--- config.mk ---
export PLATFORM = sky130hd
export DESIGN_NAME = dma_test_ctl
export DESIGN_NICKNAME = d
export VERILOG_FILES = /design/src/rtl/dma_tc_pkg.sv /design/src/rtl/dma_tc_regfile.sv /design/src/rtl/dma_tc_stepper.sv /design/src/rtl/dma_test_ctl.sv
export SDC_FILE = /design/constraint.sdc
export NUM_CORES = 1
export LEC_CHECK = 0
export ABC_AREA = 0
export BUFFER_PORTS_ARGS = -buffer_cell sky130_fd_sc_hd__buf_2
export CAP_MARGIN = 20
export CORE_AREA = 3 3 91 111
export CTS_BUF_LIST = sky130_fd_sc_hd__clkbuf_8 sky130_fd_sc_hd__clkbuf_16
export DETAILED_ROUTE_END_ITERATION = 8
export DIE_AREA = 0 0 94 114
export GPL_TIMING_DRIVEN = 1
export PLACE_DENSITY_LB_ADDON = 0.2
export SLEW_MARGIN = 20
export SYNTH_ARGS = -nofsm -noshare
export SYNTH_HDL_FRONTEND = slang
export SYNTH_SLANG_ARGS = --single-unit
--- constraint.sdc ---
create_clock -name clk -period 5.1 [get_ports clk]
set_input_delay 1.02 -clock clk [delete_from_list [all_inputs] [get_ports clk]]
set_output_delay 1.02 -clock clk [all_outputs]
set_load 0.01 [all_outputs]
--- src/rtl/dma_tc_pkg.sv ---
package dma_tc_pkg;
  localparam int BIT_ASTEP  = 7;
  localparam int BIT_CSTEP  = 6;
  localparam int BIT_SIZE   = 5;
  localparam int BIT_MASTER = 4;
  localparam int BIT_DIR    = 3;
  localparam int BIT_BURST  = 2;
  localparam int OFFS_W     = 2;

  typedef struct packed {
    logic              size;
    logic              master;
    logic              burst;
    logic [OFFS_W-1:0] offs;
  } ctl_fields_t;
endpackage

--- src/rtl/dma_tc_regfile.sv ---
module dma_tc_regfile
  import dma_tc_pkg::*;
#(
  parameter int DEPTH_W     = 10,
  parameter int DEPTH_SMALL = 88,
  parameter int DEPTH_LARGE = 536
) (
  input  logic               clk,
  input  logic               rst,
  input  logic               wr_en,
  input  logic [7:0]         wr_data,
  output logic [7:0]         rd_data,
  output logic               addr_step,
  output logic               cnt_step,
  output logic               dir,
  output logic [DEPTH_W-1:0] depth
);
  localparam logic [DEPTH_W-1:0] D_S = DEPTH_W'(DEPTH_SMALL);
  localparam logic [DEPTH_W-1:0] D_L = DEPTH_W'(DEPTH_LARGE);

  ctl_fields_t ctl;

  always_ff @(posedge clk) begin
    if (rst) begin
      ctl       <= '0;
      addr_step <= 1'b0;
      cnt_step  <= 1'b0;
      dir       <= 1'b0;
      depth     <= D_S;
    end else begin
      // strobes live one cycle only, then drop without a write
      addr_step <= wr_en & wr_data[BIT_ASTEP];
      cnt_step  <= wr_en & wr_data[BIT_CSTEP];
      if (wr_en) begin
        ctl.size   <= wr_data[BIT_SIZE];
        ctl.master <= wr_data[BIT_MASTER];
        ctl.burst  <= wr_data[BIT_BURST];
        ctl.offs   <= wr_data[OFFS_W-1:0];
        depth      <= wr_data[BIT_SIZE] ? D_L : D_S;
        // pulse uses the master value held before this write
        if (wr_data[BIT_DIR]) dir <= ctl.master;
      end
    end
  end

  always_comb begin
    rd_data               = '0;
    rd_data[BIT_SIZE]     = ctl.size;
    rd_data[BIT_MASTER]   = ctl.master;
    rd_data[BIT_DIR]      = dir;
    rd_data[BIT_BURST]    = ctl.burst;
    rd_data[OFFS_W-1:0]   = ctl.offs;
  end
endmodule

--- src/rtl/dma_tc_stepper.sv ---
module dma_tc_stepper #(
  parameter int WIDTH    = 24,
  parameter bit COUNT_UP = 1'b0
) (
  input  logic             clk,
  input  logic             rst,
  input  logic             load,
  input  logic [WIDTH-1:0] load_val,
  input  logic             step,
  output logic [WIDTH-1:0] value
);
  logic [WIDTH-1:0] stepped;

  generate
    if (COUNT_UP) begin : g_up
      assign stepped = value + WIDTH'(1);
    end else begin : g_down
      assign stepped = value - WIDTH'(1);
    end
  endgenerate

  always_ff @(posedge clk) begin
    if (rst)       value <= '0;
    else if (load) value <= load_val;
    else if (step) value <= stepped;
  end
endmodule

--- src/rtl/dma_test_ctl.sv ---
module dma_test_ctl #(
  parameter int ADDR_W      = 32,
  parameter int CNT_W       = 24,
  parameter int DEPTH_W     = 10,
  parameter int DEPTH_SMALL = 88,
  parameter int DEPTH_LARGE = 536
) (
  input  logic               clk,
  input  logic               rst,
  input  logic               reg_sel,
  input  logic               reg_wr,
  input  logic [7:0]         wr_data,
  output logic [7:0]         rd_data,
  input  logic               addr_load,
  input  logic [ADDR_W-1:0]  addr_load_val,
  input  logic               cnt_load,
  input  logic [CNT_W-1:0]   cnt_load_val,
  output logic [ADDR_W-1:0]  next_addr,
  output logic [CNT_W-1:0]   byte_cnt,
  output logic               dma_wr,
  output logic [DEPTH_W-1:0] fifo_depth
);
  logic wr_en;
  logic addr_step;
  logic cnt_step;

  assign wr_en = reg_sel & reg_wr;

  dma_tc_regfile #(
    .DEPTH_W(DEPTH_W), .DEPTH_SMALL(DEPTH_SMALL), .DEPTH_LARGE(DEPTH_LARGE)
  ) u_regs (
    .clk(clk), .rst(rst), .wr_en(wr_en), .wr_data(wr_data), .rd_data(rd_data),
    .addr_step(addr_step), .cnt_step(cnt_step), .dir(dma_wr), .depth(fifo_depth)
  );

  dma_tc_stepper #(.WIDTH(ADDR_W), .COUNT_UP(1'b1)) u_addr (
    .clk(clk), .rst(rst), .load(addr_load), .load_val(addr_load_val),
    .step(addr_step), .value(next_addr)
  );

  dma_tc_stepper #(.WIDTH(CNT_W), .COUNT_UP(1'b0)) u_cnt (
    .clk(clk), .rst(rst), .load(cnt_load), .load_val(cnt_load_val),
    .step(cnt_step), .value(byte_cnt)
  );
endmodule

==> results.sh, run 1 <==
export IMPL_arrival_ns=2.66
export IMPL_portBuffers=134
export IMPL_ys_flop_type="dfxtp_1"
export IMPL_placed_cells=670
export IMPL_cts_clk_slew_worst_paths_ns=0.07
export IMPL_grt_pass1_vias=3457
export IMPL_ant_nets=0
export IMPL_synth_seq_cells=65
export IMPL_clockBufferDepth=2
export IMPL_post_cts_setup_buffers=0
export IMPL_fillers=963
export IMPL_grt_start_max_net_pins=45
export IMPL_p_leak_nw=1.844
export IMPL_worst_setup_path_type="reg2reg"
export IMPL_drt_initial_drc_count=109
export IMPL_dieArea_um2=10720
export IMPL_drv_cap=0
export IMPL_worstHoldStart="u_regs.rd_data[1]"
export IMPL_nets=633
export IMPL_finClkSkew_ns=0.004277
export IMPL_crit_end="u_cnt.value[23]"
export IMPL_diodes=0
export IMPL_powerDensity_nw_per_um2=275.2
export IMPL_synth_seq_area_share=0.3592
export IMPL_timing_rr_end="u_cnt.value[23]"
export IMPL_total_power_mw=1.239
export IMPL_dpl_cell_area_um2=4294
export IMPL_cp_max_fo=9
export IMPL_rsz0062_at_grt="no"
export IMPL_final_cells=686
export IMPL_cts_tree="built"
export IMPL_cp_end_kind="flip-flop"
export IMPL_yosysMostFrequentCell="dfxtp_1"
export IMPL_dpl_hpwl_mm=7.204
export IMPL_synth_edf_count=0
export IMPL_worstSetupStartpoint="u_cnt.value[4]"
export IMPL_grt_overflow=0
export IMPL_worst_hold_slack_ns=0.4540
export IMPL_syn_to_final_growth_pct=24.28
export IMPL_max_freq_mhz=417.6
export IMPL_critPathRequiredTime_ns=5.36
export IMPL_setup_viol=0
export IMPL_dr_pass1_iters=4
export IMPL_routedWlPerCell_um=14.83
export IMPL_synth_top_cell_area_share=0.3592
export IMPL_ys_warnings_count=0
export IMPL_postCtsHoldBufs=0
export IMPL_critPathLaunchType="flip-flop"
export IMPL_r2r_slack_ns=2.71
export IMPL_grt_usage=0.1879
export IMPL_setup_tns_final_ns=0
export IMPL_hold_viol_final=0
export IMPL_clock_latency_ns=0.35
export IMPL_cts_resized=0
export IMPL_synthArstFlopShare=0
export IMPL_vias=3784
export IMPL_die_height_um=114
export IMPL_cts_root_buf="clkbuf_8"
export IMPL_slew_headroom=0.4516
export IMPL_yosysTopAreaCell="dfxtp_1"
export IMPL_routed_wl_mm=10.17
export IMPL_drt_vias_per_instance=5.516
export IMPL_synth_cells=449
export IMPL_std_cell_rows=38
export IMPL_core_area_um2=9034
export IMPL_irDropWorstVdd_mv=0.1372
export IMPL_synthTopCellsByArea="dfxtp_1, nor2_1, a311oi_1"
export IMPL_grt_pass1_wl_mm=16.33
export IMPL_fin_area_um2=4502
export IMPL_numCtsBuffers=9
export IMPL_ys_top_cells_by_count="dfxtp_1, nor2_1, nand2_1"
export IMPL_io_pins=145
export IMPL_reg2reg_depth=4
export IMPL_post_route_min_period_ns=2.395
export IMPL_htree_levels=3
export IMPL_status="complete, no violations"
export IMPL_drc=0
export IMPL_fin_crit_sh=0.4696
export IMPL_final_max_slew_viol_count=0
export IMPL_syn_area_um2=3622
export IMPL_drive_above_1_share=0.2792
export IMPL_routabilityCongestion=0.8349
export IMPL_reg2reg_from="u_cnt.value[4]"
export IMPL_avgSynthCellArea_um2=8.067
export IMPL_antenna_found_initial=0
export IMPL_die_w_um=94
export IMPL_clkSinkCount=65
export IMPL_start_util=0.4010
export IMPL_worstMarginPinSlew_ns=0.8165
export IMPL_ys_types=47
export IMPL_min_path_type="reg2reg"
## cell families (layout without fill, tap and decap cells)
logic type	after synthesis	after routing	synth area share
compound gates	96	96	0.1917
fa+ha+maj	2	2	0.006907
mux	2	2	0.005527
buf+inv	56	165	0.07116
flops	65	65	0.3592
xor+xnor	23	23	0.05562
simple gates	203	203	0.3078
other cells	2	10	0.002073
## per-stage QoR
step	utilization	setup slack [ns]
final	0.4983	2.705
after global routing	0.4983	2.480
after CTS	0.4983	2.515
after detailed placement	0.4753	2.143
after global placement	0.4744	2.232
after floorplan	-	2.855
## routing by layer
metal / up-vias / part of all wire / track usage
li1: 1894 / - / -
met1: 1756 / 0.44 / 0.2342
met2: 121 / 0.47 / 0.3079
met3: 13 / 0.065 / 0.03958
met4: 0 / 0.017 / 0.08863
met5: - / 0 / 0
## cell type report
class,count,area (µm²),area share
multi-input combinational,336,2108,0.4683
sequential,65,1301,0.2890
timing repair buffer,136,685.7,0.1523
clock buffer,12,165.2,0.03669
tap,120,150.1,0.03335
inverter,13,48.80,0.01084
clock inverter,4,42.54,0.009450
## sequential cells by signal, indices dropped and copies added, names as in the netlist
name and count:
u_regs.depth 2, u_regs.dir 1, u_regs.cnt_step 1, u_cnt.value 24, u_regs.addr_step 1, u_addr.value 32, u_regs.rd_data 4
## worst max-delay path, stage by stage (launching register included)
cell and delay [ns]:
dfxtp_1 0.40, nor3_1 0.65, nand4b_1 0.44, or4_1 0.57, a311oi_1 0.24
## power by group
| part | switching [mW] | internal [mW] |
|---|---|---|
| clock network | 0.199 | 0.262 |
| logic | 0.105 | 0.0857 |
| registers | 0.0462 | 0.541 |
| total | 0.350 | 0.889 |
## cell usage in the layout (no fill, tap or decap), types with 3 or more instances in the layout
cell type	n
or3_1	18
a2111oi_0	7
nor2_1	51
xnor2_1	8
and3_1	4
nor4_1	9
or4_1	9
buf_2	134
nor3b_1	9
nand3_1	17
nor4b_1	5
conb_1	10
or2_2	4
and4_1	7
xor2_1	15
a21oi_1	16
clkbuf_8	12
dfxtp_1	65
nand4b_1	3
o31ai_1	7
nand4_1	18
a311oi_1	21
a211oi_1	23
o21ai_0	12
inv_1	13
nor3_1	4
nand2_1	33
and2_1	3
## worst min path at each step
stage	endpoint	cells after the start
after detailed placement	u_regs.rd_data[1]	2
after global routing	u_regs.rd_data[1]	2
after CTS	u_regs.rd_data[1]	2
after floorplan	u_regs.rd_data[0]	2
after global placement	u_regs.rd_data[1]	2
final	u_regs.rd_data[1]	2
Note: power is estimated with default switching activity, not from simulation.
==> inputs of run 2 (changes only) <==
--- a/config.mk
+++ b/config.mk
@@ -5,13 +5,13 @@
 export SDC_FILE = /design/constraint.sdc
 export NUM_CORES = 1
 export LEC_CHECK = 0
-export ABC_AREA = 0
+export ABC_AREA = 1
 export BUFFER_PORTS_ARGS = -buffer_cell sky130_fd_sc_hd__buf_2
 export CAP_MARGIN = 20
-export CORE_AREA = 3 3 91 111
+export CORE_AREA = 3 3 97 118
 export CTS_BUF_LIST = sky130_fd_sc_hd__clkbuf_8 sky130_fd_sc_hd__clkbuf_16
 export DETAILED_ROUTE_END_ITERATION = 8
-export DIE_AREA = 0 0 94 114
+export DIE_AREA = 0 0 100 121
 export GPL_TIMING_DRIVEN = 1
 export PLACE_DENSITY_LB_ADDON = 0.2
 export SLEW_MARGIN = 20
==> constraint.sdc (replaced) <==
create_clock -name clk -period 2.4 [get_ports clk]
set_input_delay 0.48 -clock clk [delete_from_list [all_inputs] [get_ports clk]]
set_output_delay 0.48 -clock clk [all_outputs]
set_load 0.01 [all_outputs]
==> run 2 against run 1 <==
Net effect:
- cell count increased by 30%
- sequential share of layout area shrank 3.7 points
- sequential power increased by 110%
- global-route usage increased by 2.2 points
- combinational power rose to 2.6 times the previous value
- utilization shrank 0.31 points
- area after synthesis is 14% higher
- critical path type unchanged
- largest cell class unchanged
==> results.sh, run 2 <==
export IMPL_io_pins=145
export IMPL_synthTopCellsByArea="dfxtp_1, nand2_1, nor2_1"
export IMPL_syn_to_final_growth_pct=25.33
export IMPL_synth_cells=633
export IMPL_antenna_found_initial=0
export IMPL_numCtsBuffers=9
export IMPL_cts_resized=0
export IMPL_worst_setup_path_type="reg2reg"
export IMPL_critPathLaunchType="flip-flop"
export IMPL_drc=0
export IMPL_p_comb_frac=0.159
export IMPL_vias=4515
export IMPL_fillers=1122
export IMPL_ant_nets=0
export IMPL_syn_area_um2=4115
export IMPL_min_path_type="in2reg"
export IMPL_fin_crit_sh=0.6812
export IMPL_clock_latency_ns=0.34
export IMPL_finClkSkew_ns=0.006730
export IMPL_portBuffers=134
export IMPL_dieArea_um2=12100
export IMPL_post_route_min_period_ns=1.635
export IMPL_start_util=0.3952
export IMPL_synthArstFlopShare=0
export IMPL_avgSynthCellArea_um2=6.501
export IMPL_nets=832
export IMPL_arrival_ns=1.83
export IMPL_post_cts_setup_buffers=0
export IMPL_diodes=0
export IMPL_grt_pass1_wl_mm=20.22
export IMPL_die_w_um=100
export IMPL_cp_end_kind="flip-flop"
export IMPL_drive_above_1_share=0.2392
export IMPL_worstMarginPinSlew_ns=0.6633
export IMPL_p_clk_frac=0.442
export IMPL_dpl_cell_area_um2=4847
export IMPL_powerDensity_nw_per_um2=599.2
export IMPL_cts_clk_slew_worst_paths_ns=0.05
export IMPL_setup_viol=0
export IMPL_synth_top_cell_area_share=0.3162
export IMPL_ys_types=34
export IMPL_dpl_hpwl_mm=9.579
export IMPL_core_area_um2=10410
export IMPL_status="complete, no violations"
export IMPL_final_common_cell="nand2_1"
export IMPL_yosysTopAreaCell="dfxtp_1"
export IMPL_synth_edf_count=0
export IMPL_cp_max_fo=5
export IMPL_setup_tns_final_ns=0
export IMPL_ys_warnings_count=0
export IMPL_cts_root_buf="clkbuf_16"
export IMPL_regMostFlops="u_addr.value"
export IMPL_ys_flop_type="dfxtp_1"
export IMPL_final_max_slew_viol_count=0
export IMPL_drt_vias_per_instance=5.050
export IMPL_ys_top_cells_by_count="nand2_1, nor2_1, dfxtp_1"
export IMPL_intPower_mw=2.239
export IMPL_largest_reg_flops=32
export IMPL_irDropWorstVdd_mv=0.3370
export IMPL_grt_pass1_vias=4309
export IMPL_postCtsHoldBufs=0
export IMPL_worst_hold_slack_ns=0.3648
export IMPL_p_switching_uw=851.1
export IMPL_cts_tree="built"
export IMPL_critPathRequiredTime_ns=2.60
export IMPL_drv_cap=0
export IMPL_total_power_mw=3.090
export IMPL_max_freq_mhz=611.7
export IMPL_rsz0062_at_grt="no"
export IMPL_synth_seq_area_share=0.3162
export IMPL_hold_viol_final=0
export IMPL_dr_pass1_iters=4
export IMPL_die_height_um=121
export IMPL_yosysMostFrequentCell="nand2_1"
export IMPL_mostFrequentLayoutCells="nand2_1, buf_2, nor2_1"
export IMPL_clkSinkCount=65
export IMPL_routabilityCongestion=0.8492
export IMPL_clockBufferDepth=2
export IMPL_p_leak_nw=2.340
export IMPL_grt_usage=0.2099
export IMPL_std_cell_rows=41
export IMPL_fin_area_um2=5157
export IMPL_switching_share=0.2754
export IMPL_slew_headroom=0.5567
export IMPL_grt_overflow=0
export IMPL_htree_levels=3
export IMPL_grt_start_max_net_pins=48
export IMPL_routed_wl_mm=12.66
export IMPL_pwr_share_seq=0.399
export IMPL_drt_initial_drc_count=150
export IMPL_synth_seq_cells=65
export IMPL_routedWlPerCell_um=14.16
[run 2: cell types whose count changed in the layout (fill, tap and decap cells not counted), moves of 23 or more]
cell,change
a22oi_1,+36
a21oi_1,+27
nor2_1,+34
inv_1,+33
a211oi_1,-23
nand2_1,+150
[run 2: final cells by class]
| class | instances | area, µm² | share of cell area |
|---|---|---|---|
| multi-input cells | 499 | 2505 | 0.4857 |
| flip-flops and latches | 65 | 1301 | 0.2523 |
| repair buffers | 140 | 715.7 | 0.1388 |
| clock buffers | 9 | 225.2 | 0.04367 |
| inverters | 45 | 168.9 | 0.03275 |
| well taps | 129 | 161.4 | 0.03130 |
| clock inverters | 7 | 80.08 | 0.01553 |
[run 2: worst max-delay path, stage by stage, from the launching register on]
cell and delay [ns]:
dfxtp_1 0.31, inv_1 0.09, ha_1 0.22, nand2_1 0.12, nor2_1 0.24, nand2_1 0.20
nor2_1 0.12, nand2_1 0.05, nand3_1 0.08, a21oi_1 0.06
[run 2: final timing paths]
| check | to | cells after the start | slack (ns) | startpoint |
|---|---|---|---|---|
| setup / recovery | u_cnt.value[20] | 9 | 0.77 | u_cnt.value[0] |
| hold reg to reg | u_regs.dir | 2 | 0.48 | u_regs.dir |
| hold / removal | u_regs.addr_step | 3 | 0.36 | wr_data[7] |
| setup reg to reg | u_cnt.value[20] | 9 | 0.77 | u_cnt.value[0] |
[run 2: power groups by stage]
stage,logic (mW),registers (mW),clock network [mW]
floorplan,0.298,1.26,0
global route,0.552,1.24,1.45
detailed placement,0.493,1.25,0
finish,0.491,1.23,1.37
global placement,0.487,1.25,0
CTS,0.496,1.23,1.40
[run 2: per-stage QoR]
| step | worst slack [ns] | std cells | utilization |
|---|---|---|---|
| floorplan | 0.9279 | 641 | - |
| global placement | 0.5006 | 878 | 0.4655 |
| detailed placement | 0.4394 | 878 | 0.4655 |
| CTS | 0.6456 | 894 | 0.4948 |
| global route | 0.5955 | 894 | 0.4953 |
| finish | 0.7652 | 894 | 0.4953 |
[run 2: cell families (layout without fill, tap and decap cells)]
family / count (synthesis) / after routing / share of synthesized area
xor+xnor: 23 / 23 / 0.04895
buf+inv: 77 / 201 / 0.08361
flops: 65 / 65 / 0.3162
compound gates: 118 / 118 / 0.1739
fa+ha+maj: 2 / 2 / 0.006080
other cells: 2 / 10 / 0.001825
simple gates: 346 / 346 / 0.3694
[run 2: routing by layer]
metal / track usage / routed length [µm] / vias to the layer above
met5: 0 / 0 / -
met4: 0.08930 / 307 / 0
met3: 0.04658 / 872 / 20
met2: 0.3702 / 6418 / 130
met1: 0.2419 / 5060 / 2043
li1: - / - / 2322
==> inputs of run 3 (changes only) <==
--- a/config.mk
+++ b/config.mk
@@ -5,13 +5,13 @@
 export SDC_FILE = /design/constraint.sdc
 export NUM_CORES = 1
 export LEC_CHECK = 0
-export ABC_AREA = 1
+export ABC_AREA = 0
 export BUFFER_PORTS_ARGS = -buffer_cell sky130_fd_sc_hd__buf_2
 export CAP_MARGIN = 20
-export CORE_AREA = 3 3 97 118
+export CORE_AREA = 3 3 91 111
 export CTS_BUF_LIST = sky130_fd_sc_hd__clkbuf_8 sky130_fd_sc_hd__clkbuf_16
 export DETAILED_ROUTE_END_ITERATION = 8
-export DIE_AREA = 0 0 100 121
+export DIE_AREA = 0 0 94 114
 export GPL_TIMING_DRIVEN = 1
 export PLACE_DENSITY_LB_ADDON = 0.2
 export SLEW_MARGIN = 20
==> constraint.sdc (replaced) <==
create_clock -name clk -period 1.31 [get_ports clk]
set_input_delay 0.262 -clock clk [delete_from_list [all_inputs] [get_ports clk]]
set_output_delay 0.262 -clock clk [all_outputs]
set_load 0.01 [all_outputs]
==> run 3 against run 2 <==
Net effect:
- the flow now finishes with violations (negative setup slack)
- largest power group is now sequential cells
- power rose by 78%
- global-route usage rose by 3.4 points
- cell count fell by 5.7%
- highest routed layer unchanged
- count of clock-buffer cells in the layout rose by 1
- routed wire length rose by 9.6%
- maximum frequency fell by 24%
- sequential share of layout area fell by 4.2 points
- combinational power rose to 2.9 times the previous value
- via count rose by 1.8%
- flip-flop and latch count did not move
==> results.sh, run 3 (same netlist as run 1, synthesis figures left out) <==
export IMPL_worstSetupStartpoint="u_cnt.value[6]"
export IMPL_largest_reg_flops=32
export IMPL_powerDensity_nw_per_um2=849.0
export IMPL_drt_initial_drc_count=186
export IMPL_grt_pass1_wl_mm=21.06
export IMPL_cp_slowest_cell="or4_4"
export IMPL_hold_viol_final=0
export IMPL_numCtsBuffers=9
export IMPL_cts_clk_slew_worst_paths_ns=0.08
export IMPL_vias=4597
export IMPL_cp_end_kind="flip-flop"
export IMPL_max_freq_mhz=467.1
export IMPL_worstHoldStart="addr_load_val[0]"
export IMPL_ant_nets=0
export IMPL_clockBufferDepth=2
export IMPL_worst_hold_slack_ns=0.1340
export IMPL_drive_above_1_share=0.5698
export IMPL_syn_to_final_growth_pct=78.41
export IMPL_routedWlPerCell_um=16.45
export IMPL_mostFrequentLayoutCells="buf_2, buf_4, nor2_1, buf_6, dfxtp_2"
export IMPL_clkSinkCount=65
export IMPL_grt_pass1_vias=4465
export IMPL_status="complete, but fails checks"
export IMPL_final_common_cell="buf_2"
export IMPL_grt_overflow=0
export IMPL_die_height_um=114
export IMPL_reg2reg_from="u_cnt.value[6]"
export IMPL_arrival_ns=2.36
export IMPL_p_leak_nw=2.789
export IMPL_setup_viol=49
export IMPL_nets=790
export IMPL_portBuffers=134
export IMPL_dieArea_um2=10720
export IMPL_critPathRequiredTime_ns=1.53
export IMPL_finClkSkew_ns=0.008653
export IMPL_antenna_found_initial=0
export IMPL_drv_cap=0
export IMPL_cts_tree="built"
export IMPL_clock_latency_ns=0.36
export IMPL_irDropWorstVdd_mv=0.5291
export IMPL_htree_levels=3
export IMPL_critPathLaunchType="flip-flop"
export IMPL_regMostFlops="u_addr.value"
export IMPL_die_w_um=94
export IMPL_drc=0
export IMPL_final_max_slew_viol_count=0
export IMPL_post_route_min_period_ns=2.141
export IMPL_drt_vias_per_instance=5.453
export IMPL_routabilityCongestion=0.8893
export IMPL_path_cells="or4_4, or3_4, buf_4, o41ai_1, a311oi_1"
export IMPL_fin_area_um2=6462
export IMPL_postCtsHoldBufs=0
export IMPL_place_ws_ns=-0.8914
export IMPL_std_cell_rows=38
export IMPL_cts_root_buf="clkbuf_8"
export IMPL_diodes=0
export IMPL_violations="negative setup slack"
export IMPL_core_area_um2=9034
export IMPL_io_pins=145
export IMPL_fillers=661
export IMPL_routed_wl_mm=13.87
export IMPL_rsz0062_at_grt="yes"
export IMPL_grt_usage=0.2437
export IMPL_layout_setup_ws_ns=-0.8310
export IMPL_cp_max_fo=7
export IMPL_total_power_mw=5.487
export IMPL_grt_start_max_net_pins=39
export IMPL_critPathMaxStageDelay_ns=0.55
export IMPL_fin_crit_sh=1.634
export IMPL_dr_pass1_iters=4
export IMPL_worst_setup_path_type="reg2reg"
export IMPL_start_util=0.4010
export IMPL_min_path_type="in2reg"
export IMPL_dpl_hpwl_mm=8.808
export IMPL_dpl_cell_area_um2=5344
-- run 3: worst paths after layout --
kind	end	slack [ns]	cells past startpoint
max	u_cnt.value[20]	-0.83	5
min reg2reg	u_regs.rd_data[0]	0.45	2
min	u_addr.value[0]	0.13	3
max reg2reg	u_cnt.value[20]	-0.83	5
-- run 3: final cells by class --
type | count | area, µm² | share of cell area
timing repair buffer | 293 | 2158 | 0.3340
clock inverter | 6 | 56.30 | 0.008712
clock buffer | 10 | 148.9 | 0.02304
tap | 120 | 150.1 | 0.02323
multi-input combinational | 336 | 2540 | 0.3930
inverter | 13 | 48.80 | 0.007551
sequential | 65 | 1360 | 0.2105
-- run 3: worst max-delay path: cells and delay by family (launching register included) --
| kind | cells | cell delay (ns) |
|---|---|---|
| AND/OR/NAND/NOR | 2 | 0.94 |
| buffers and inverters | 1 | 0.18 |
| flip-flops | 1 | 0.34 |
| AO/OA/AOI/OAI | 2 | 0.54 |
-- run 3: what timing repair did --
item,CTS,global route
endpoints found under the setup margin,53,63
resized for setup,86,52
hold endpoints to repair,0,0
pin swaps,48,24
setup buffers,29,27
cloned,0,0
-- run 3: metal layers --
metal  GRT usage  share of wire  vias up
li1            -              -     2207
met1      0.2830           0.40     2185
met2      0.4259           0.51      174
met3     0.05409          0.061       31
met4      0.1060          0.030        0
met5           0              0        -
-- run 3: stage by stage --
| stage | instances | utilization | TNS (ns) |
|---|---|---|---|
| final | 843 | 0.7154 | -19.36 |
| after global routing | 843 | 0.7154 | -23.47 |
| after CTS | 825 | 0.6780 | -16.41 |
| after detailed placement | 781 | 0.5916 | -17.34 |
| after global placement | 781 | 0.5916 | -15.95 |
| after floorplan | 457 | - | -14.76 |
-- run 3: power breakdown --
part           switching, mW  internal (mW)  leakage (nW)
combinational          0.701          0.740          2.13
sequential             0.114           2.12         0.552
clock                  0.834          0.978         0.108
